**src/rtl/tlb_pkg.sv**
```systemverilog
package tlb_pkg;
   // next ring index with wrap for any depth
   function automatic int unsigned wrap_inc(int unsigned idx, int unsigned depth);
      return (idx == depth - 1) ? 0 : idx + 1;
   endfunction
endpackage

```
**src/rtl/tlb_ptr.sv**
```systemverilog
module tlb_ptr #(
   parameter int DEPTH = 120,
   localparam int AW = (DEPTH > 1) ? $clog2(DEPTH) : 1
) (
   input  logic          clk,
   input  logic          rst,
   output logic [AW-1:0] wr_idx,
   output logic [AW-1:0] rd_idx
);
   localparam bit POW2 = ((1 << AW) == DEPTH);

   generate
      if (POW2) begin : g_pow2
         // natural binary wrap
         always_ff @(posedge clk) begin
            if (rst) wr_idx <= '0;
            else     wr_idx <= wr_idx + 1'b1;
         end
         assign rd_idx = wr_idx + 1'b1;
      end else begin : g_cmp
         always_ff @(posedge clk) begin
            if (rst) wr_idx <= '0;
            else     wr_idx <= AW'(tlb_pkg::wrap_inc(32'(wr_idx), DEPTH));
         end
         assign rd_idx = AW'(tlb_pkg::wrap_inc(32'(wr_idx), DEPTH));
      end
   endgenerate
endmodule

```
**src/rtl/tlb_pixel.sv**
```systemverilog
module tlb_pixel #(
   parameter int DEPTH = 120,
   localparam int AW = (DEPTH > 1) ? $clog2(DEPTH) : 1
) (
   input  logic          clk,
   input  logic          rst,
   input  logic [AW-1:0] wr_idx,
   input  logic [AW-1:0] rd_idx,
   input  logic          hit,
   input  logic          trig,
   input  logic          clr,
   output logic          latched
);
   logic [DEPTH-1:0] cells;
   logic             rd_q;

   // ring write and read of the cell ahead, every crossing
   always_ff @(posedge clk) begin
      if (rst) begin
         cells <= '0;
         rd_q  <= 1'b0;
      end else begin
         cells[wr_idx] <= hit;
         rd_q          <= cells[rd_idx];
      end
   end

   // set/reset hit latch, clear dominant
   always_ff @(posedge clk) begin
      if (rst || clr)       latched <= 1'b0;
      else if (rd_q && trig) latched <= 1'b1;
   end
endmodule

```
**src/rtl/tlb_fast_or.sv**
```systemverilog
module tlb_fast_or #(
   parameter int ROWS = 4,
   parameter int COLS = 4,
   localparam int NPIX = ROWS * COLS
) (
   input  logic [NPIX-1:0] pix,
   output logic [ROWS-1:0] row_or,
   output logic [COLS-1:0] col_or
);
   genvar r, c;
   generate
      for (r = 0; r < ROWS; r++) begin : g_row
         assign row_or[r] = |pix[r*COLS +: COLS];
      end
      for (c = 0; c < COLS; c++) begin : g_col
         logic [ROWS-1:0] colbits;
         for (r = 0; r < ROWS; r++) begin : g_tap
            assign colbits[r] = pix[r*COLS + c];
         end
         assign col_or[c] = |colbits;
      end
   endgenerate
endmodule

```
**src/rtl/trig_latency_matrix.sv**
```systemverilog
module trig_latency_matrix #(
   parameter int DEPTH = 120,
   parameter int ROWS  = 4,
   parameter int COLS  = 4,
   localparam int NPIX = ROWS * COLS,
   localparam int AW   = (DEPTH > 1) ? $clog2(DEPTH) : 1
) (
   input  logic            clk,
   input  logic            rst,
   input  logic [NPIX-1:0] hit_i,
   input  logic            l1_trig_i,
   input  logic            clr_i,
   output logic [NPIX-1:0] latched_o,
   output logic [ROWS-1:0] row_or_o,
   output logic [COLS-1:0] col_or_o
);
   generate
      if (DEPTH < 2) begin : g_bad_depth
         $error("DEPTH must be at least 2");
      end
      if (ROWS < 1 || COLS < 1) begin : g_bad_size
         $error("ROWS and COLS must be at least 1");
      end
   endgenerate

   logic [AW-1:0] wr_idx, rd_idx;

   tlb_ptr #(.DEPTH(DEPTH)) u_ptr (
      .clk(clk), .rst(rst), .wr_idx(wr_idx), .rd_idx(rd_idx)
   );

   genvar p;
   generate
      for (p = 0; p < NPIX; p++) begin : g_pix
         tlb_pixel #(.DEPTH(DEPTH)) u_pix (
            .clk(clk), .rst(rst), .wr_idx(wr_idx), .rd_idx(rd_idx),
            .hit(hit_i[p]), .trig(l1_trig_i), .clr(clr_i),
            .latched(latched_o[p])
         );
      end
   endgenerate

   tlb_fast_or #(.ROWS(ROWS), .COLS(COLS)) u_or (
      .pix(latched_o), .row_or(row_or_o), .col_or(col_or_o)
   );
endmodule

```
**config.mk**
```make
export PLATFORM = sky130hd
export DESIGN_NAME = trig_latency_matrix
export DESIGN_NICKNAME = d
export VERILOG_FILES = /design/src/rtl/tlb_pkg.sv /design/src/rtl/tlb_ptr.sv /design/src/rtl/tlb_pixel.sv /design/src/rtl/tlb_fast_or.sv /design/src/rtl/trig_latency_matrix.sv
export SDC_FILE = /design/constraint.sdc
export NUM_CORES = 2
export LEC_CHECK = 0
export BUFFER_PORTS_ARGS = -buffer_cell sky130_fd_sc_hd__buf_2
export CAP_MARGIN = 40
export CORE_AREA = 2 2 439 441
export CTS_BUF_LIST = sky130_fd_sc_hd__clkbuf_16
export DETAILED_ROUTE_END_ITERATION = 10
export DIE_AREA = 0 0 441 443
export GPL_TIMING_DRIVEN = 1
export PLACE_DENSITY = 0.68
export SYNTH_ARGS = -nofsm -noshare
export SYNTH_HDL_FRONTEND = slang
export SYNTH_HIERARCHICAL = 1
export SYNTH_SLANG_ARGS = --single-unit
```
**constraint.sdc**
```tcl
create_clock -name clk -period 11.8 [get_ports clk]
set_input_delay 1.77 -clock clk [delete_from_list [all_inputs] [get_ports clk]]
set_output_delay 1.77 -clock clk [all_outputs]
set_load 0.02 [all_outputs]
```
* Yosys cells after proc, flatten, opt, wreduce, memory -nomap -nowiden
Index checks and enable logic that the tools add are counted.
Word-level totals: bits of input ports 20, logic and storage cells 131, register bits after elaboration 1959
Operators by class: multiplexer cells 51, equality and inequality tests 1, $add $sub $neg 1, reductions and logical operators 26, $lt $le $gt $ge 3
Operators by type and width (count):
- 120-bit bitwise mux | 16
- 1-bit binary-select mux with 7-bit select | 16
- 4-bit OR reduction | 8
- 1-bit logical AND | 17
- 1-bit two-way mux | 17
- 7-bit by 8-bit < comparator with 1-bit output (second input constant) | 2
- 7-bit by 1-bit adder with 7-bit output (second input constant) | 1
- 1-bit demux with 7-bit select | 1
- 7-bit equality test (second input constant) | 1
- 7-bit by 1-bit >= comparator with 1-bit output (second input constant) | 1
- 7-bit two-way mux | 1
- 1-bit logical OR | 1

* Depth between registers and ports, before layout
word-level depth 5, mapped depth 14, gate-level depth less buffers 10

* Cells and area by module
The synthesis kept the hierarchy.
By module, submodules not included:
- tlb_pixel (g_pix[0].u_pix ...) | area an instance 5899.4 um2, cells each 703, times used 15, sequential area each 2442.3 um2
- tlb_pixel (g_pix[9].u_pix) | area an instance 5899.4 um2, cells each 705, times used 1, sequential area each 2442.3 um2
- tlb_ptr | area an instance 346.6 um2, cells each 35, times used 1, sequential area each 140.1 um2
- tlb_fast_or | area an instance 60.1 um2, cells each 8, times used 1, sequential area each 0.0 um2

* Least setup slack after synthesis
Ideal clock, no wire load.
kind register to register, start point register u_ptr.wr_idx[2], end point register g_pix[9].u_pix.rd_q, setup slack 2923 ps, library setup time 70 ps, cell stages (with the launch flop) 7, data arrival time 8807 ps, required time 11730 ps, cells stage by stage dfxtp_1 > nand3_1 > mux2i_1 > nor3_1 > mux2_2 > nand3_2 > nand3_2
Between the ends: longest elaborated chain between the ends 4
Ends and longest elaborated chain:
- start, declared | line tlb_ptr.sv:7 | output logic [AW-1:0] wr_idx,
- start signal, assigned | line tlb_ptr.sv:23 | else wr_idx <= AW'(tlb_pkg::wrap_inc(32'(wr_idx), DEPTH));
- 7-bit by 1-bit adder with 7-bit output or 7-bit equality test (tied branches) | line tlb_pkg.sv:4 | return (idx == depth - 1) ? 0 : idx + 1;
- 7-bit two-way mux *
- net rd_idx[5] | line trig_latency_matrix.sv:26 | logic [AW-1:0] wr_idx, rd_idx;
- 1-bit binary-select mux with 7-bit select * | line tlb_pixel.sv:24 | rd_q <= cells[rd_idx];
- 1-bit two-way mux (not written as such) * | line tlb_pixel.sv:24
- end signal, assigned | line tlb_pixel.sv:24
- end, declared | line tlb_pixel.sv:15 | logic rd_q;
Mark *: on every way through the listed nets, which the timed path passes. The rest lies on a longest branch. The select of a mux whose other input is x is not followed. A chain may end at the register's enable or synchronous reset.

* Final worst setup path
start point register u_ptr.wr_idx[1], end point register g_pix[11].u_pix.rd_q
Between the ends: longest elaborated chain between the ends 4
Ends and longest elaborated chain (line):
- 7-bit by 1-bit adder with 7-bit output or 7-bit equality test (tied branches) | tlb_pkg.sv:4
- 7-bit two-way mux *
- net rd_idx[1] | trig_latency_matrix.sv:26
- 1-bit binary-select mux with 7-bit select * | tlb_pixel.sv:24
- 1-bit two-way mux (not written as such) * | tlb_pixel.sv:24
- end signal, assigned | tlb_pixel.sv:24
- end, declared | tlb_pixel.sv:15
Marked as above.

==> results.toml <==
[drt]
drtIter0Drc = 12800
wl_per_cell_um = 23.9
drcViolationCount = 0
wirelength_mm = 320
ant_nets = 0
num_vias = 91700
viasPerCell = 6.84
firstDrtPassIters = 8

[global_route]
grt_first_pass_wirelength_mm = 494
antenna_found_initial = 10
grt_pass1_vias = 87300
grt_max_degree = 229
gr-total-overflow = 0
grt.total_usage_pct = 31.1

[cells_and_area]
n_fill_cell = 17200
area.growth.synth_to_final_pct = 8.58
final_cells = 13400
drive_above_1_share_pct = 8.76
final_cell_area_sq_mm = 0.103
fin_util_pct = 53.8
final_nets = 10700

[pwr]
p_leak_nw = 32.0
power_density_mw_per_mm2 = 139
peakVddDrop_mv = 0.129

[floorplanning]
initial_core_util_pct = 49.6
core_sq_mm = 0.191
pin_count = 44
die_w_um = 441
num_rows = 161
chipHeight_um = 443
dieArea_sq_mm = 0.195

[synth]
syn-cell-area_sq_mm = 0.0948
synthCells = 11300
yosys_warnings = 6
syn_nets = 11300
synth-async-reset-ratio_pct = 0
yosysTopAreaCell = "dfxtp_1"
synth_edf_count = 0
synth_top_area_share_pct = 41.4
synth.area.top_cells = "dfxtp_1 (41%), nand3_1 (11%), a21oi_1 (10%), o21ai_0 (10%), mux4_2 (5.7%)"
synth-main-ff-cell = "dfxtp_1"
yosys.cell_types.count = 48
ys_seq_elements = 1959
synth.avg_cell_area_sq_um = 8.39
synth-seq-area-share_pct = 41.4

[worst_setup_path]
cp_max_fo = 82
arrival_ns = 5.92
crit_type = "reg2reg"
cp-start-kind = "register"
crit_required_ns = 12.53
cp-end-kind = "register"

[cts]
clk_pin_slew_ns = 0.06
htree_levels = 4
cts_resized = 0
clock_sinks = 1959
cts_hold_buf = 0
cts_tree = "done"
post_cts_buffers = 0
clk_latency_ns = 0.87
cts_buffers = 205
cts_max_path_buffers = 3
cts_root_buffer = "clkbuf_16"

[timing]
tns_ns = 0
period_share_pct = 44.0
final-setup-viol-count = 0
hold_viol = 0
min_period_ns = 5.20
tightest_slew_ns = 1.26
fin_skew_ns = 0.0364
slew_headroom_pct = 15.7
rsz0062_at_grt = "no"
fmax_mhz = 192
maxSlewViolCount = 0

[hold_path]
hp-class = "reg2reg"

[place]
dpl_cell_area_sq_mm = 0.0966
port_buffers = 43
dp_cells = 13000
dp_hpwl_mm = 179
place_congestion = 0.838

[flow_run]
cap_viol_max_count = 0

[run_status]
status = "finished clean"
worst max-delay path, cell delays in order (launching register included):
cell       delay (ns)
dfxtp_4          0.93
ha_1             0.48
nand4_2          0.20
nor3b_4          0.55
nor2b_4          0.11
buf_4            0.39
buf_4            0.47
buf_4            0.30
buf_16           0.22
mux4_2           0.48
nor2b_1          0.14
a211oi_1         0.24
a211oi_1         0.10
o2111ai_1        0.25
nand3_1          0.08
synthesized netlist by cell type, types with 2 or more instances:
master and instances:
a311o_1 32, a21oi_1 1939, mux2_2 48, nor3b_1 32, nand4_1 32, dfxtp_1 1959
and2_0 17, nand3b_1 31, nor2b_1 179, o2111ai_1 16, a211oi_1 64, clkbuf_1 926
xor2_1 2, a22oi_1 48, o21ai_0 1921, or2_2 17, nand3_1 2129, nand3_2 17
and3_1 16, a31oi_1 16, mux2i_1 289, buf_2 97, and3b_1 31, nor2_1 244
a211o_1 16, a2bb2oi_1 16, a311oi_1 48, buf_12 16, or4_1 8, nor3_1 131
mux4_2 240, buf_1 2, nor4_1 17, buf_6 16, inv_1 64, or3_1 32
mux4_1 112, o31a_1 16, or3b_2 31, nand2_1 292, a2111oi_0 48, nand2b_1 80
where the power goes:
part	total, W	internal, W	switching (W)
Clock	0.00619	0.00340	0.00279
Sequential	0.00667	0.00664	0.0000365
Combinational	0.00142	0.000366	0.00105
Total	0.0143	0.0104	0.00388
per-layer routing:
layer,vias up,track usage [%],part of all wire (%)
met5,-,0,0.010
met4,4,14.8,4.3
met3,936,5.29,10
met2,5456,48.8,46
met1,44500,41.5,39
li1,40800,-,-
area by class of cell:
| cell class | count | area, sq um | area share, % |
|---|---|---|---|
| Multi-Input combinational cell | 8213 | 51200 | 49.7 |
| Sequential cell | 1959 | 39200 | 38.1 |
| Clock buffer | 205 | 5130 | 4.98 |
| Tap cell | 2526 | 3160 | 3.07 |
| Timing Repair Buffer | 259 | 2790 | 2.71 |
| Clock inverter | 173 | 1150 | 1.12 |
| Inverter | 64 | 240 | 0.233 |
| Antenna cell | 7 | 17.5 | 0.0170 |
cell usage in the layout (no fill, tap or decap), types with 24 or more instances in the layout:
| cell type | count |
|---|---|
| nand3_1 | 2129 |
| dfxtp_1 | 1952 |
| a21oi_1 | 1939 |
| o21ai_0 | 1921 |
| nand2_1 | 291 |
| mux2i_1 | 289 |
| mux4_2 | 240 |
| nor2_1 | 230 |
| clkbuf_16 | 205 |
| nor2b_1 | 178 |
| buf_4 | 120 |
| nor3_1 | 114 |
| mux4_1 | 112 |
| inv_1 | 104 |
| nand2b_1 | 80 |
| clkinv_1 | 72 |
| a211oi_1 | 64 |
| a2111oi_0 | 48 |
| a311oi_1 | 48 |
| a22oi_1 | 48 |
| mux2_2 | 48 |
| buf_2 | 47 |
| clkinv_2 | 33 |
| or3_1 | 32 |
| a311o_1 | 32 |
| nand4_1 | 32 |
| or3b_2 | 31 |
| and3b_1 | 31 |
| nand3b_1 | 31 |
| nor3b_2 | 29 |
| buf_8 | 24 |
path summary, 6_finish.rpt:
check                                           end  slack, ns  cells past startpoint                                    from
max                 g_pix[11].u_pix/rd_q$_SDFF_PP0_       6.60                     14              u_ptr/wr_idx[1]$_SDFF_PP0_
min          g_pix[12].u_pix/cells[22]$_SDFFE_PP0P_       0.47                      2  g_pix[12].u_pix/cells[22]$_SDFFE_PP0P_
max reg2reg         g_pix[11].u_pix/rd_q$_SDFF_PP0_       6.60                     14              u_ptr/wr_idx[1]$_SDFF_PP0_
min reg2reg  g_pix[12].u_pix/cells[22]$_SDFFE_PP0P_       0.47                      2  g_pix[12].u_pix/cells[22]$_SDFFE_PP0P_
registers in the layout (all words and copies together), names as in the netlist:
| name | cells |
|---|---|
| g_pix.u_pix/latched | 16 |
| u_ptr/wr_idx | 7 |
| g_pix.u_pix/cells | 1920 |
| g_pix.u_pix/rd_q | 16 |
metrics by stage:
stage          hold WS [ns]  setup WS, ns  power (W)
2_1_floorplan         0.449          2.92    0.00773
4_1_cts               0.470          6.70     0.0143
3_3_place_gp          0.455          6.45    0.00813
5_1_grt               0.487          6.36     0.0147
3_5_place_dp          0.462          6.72    0.00819
6_report              0.471          6.60     0.0143
kinds of logic after synthesis:
group	synth area share [%]
fa+ha+maj	0.0132
simple gates	18.0
compound gates	23.2
buf+inv	4.97
mux	12.4
xor+xnor	0.0185
flops	41.4
Note: power is estimated with default switching activity, not from simulation.
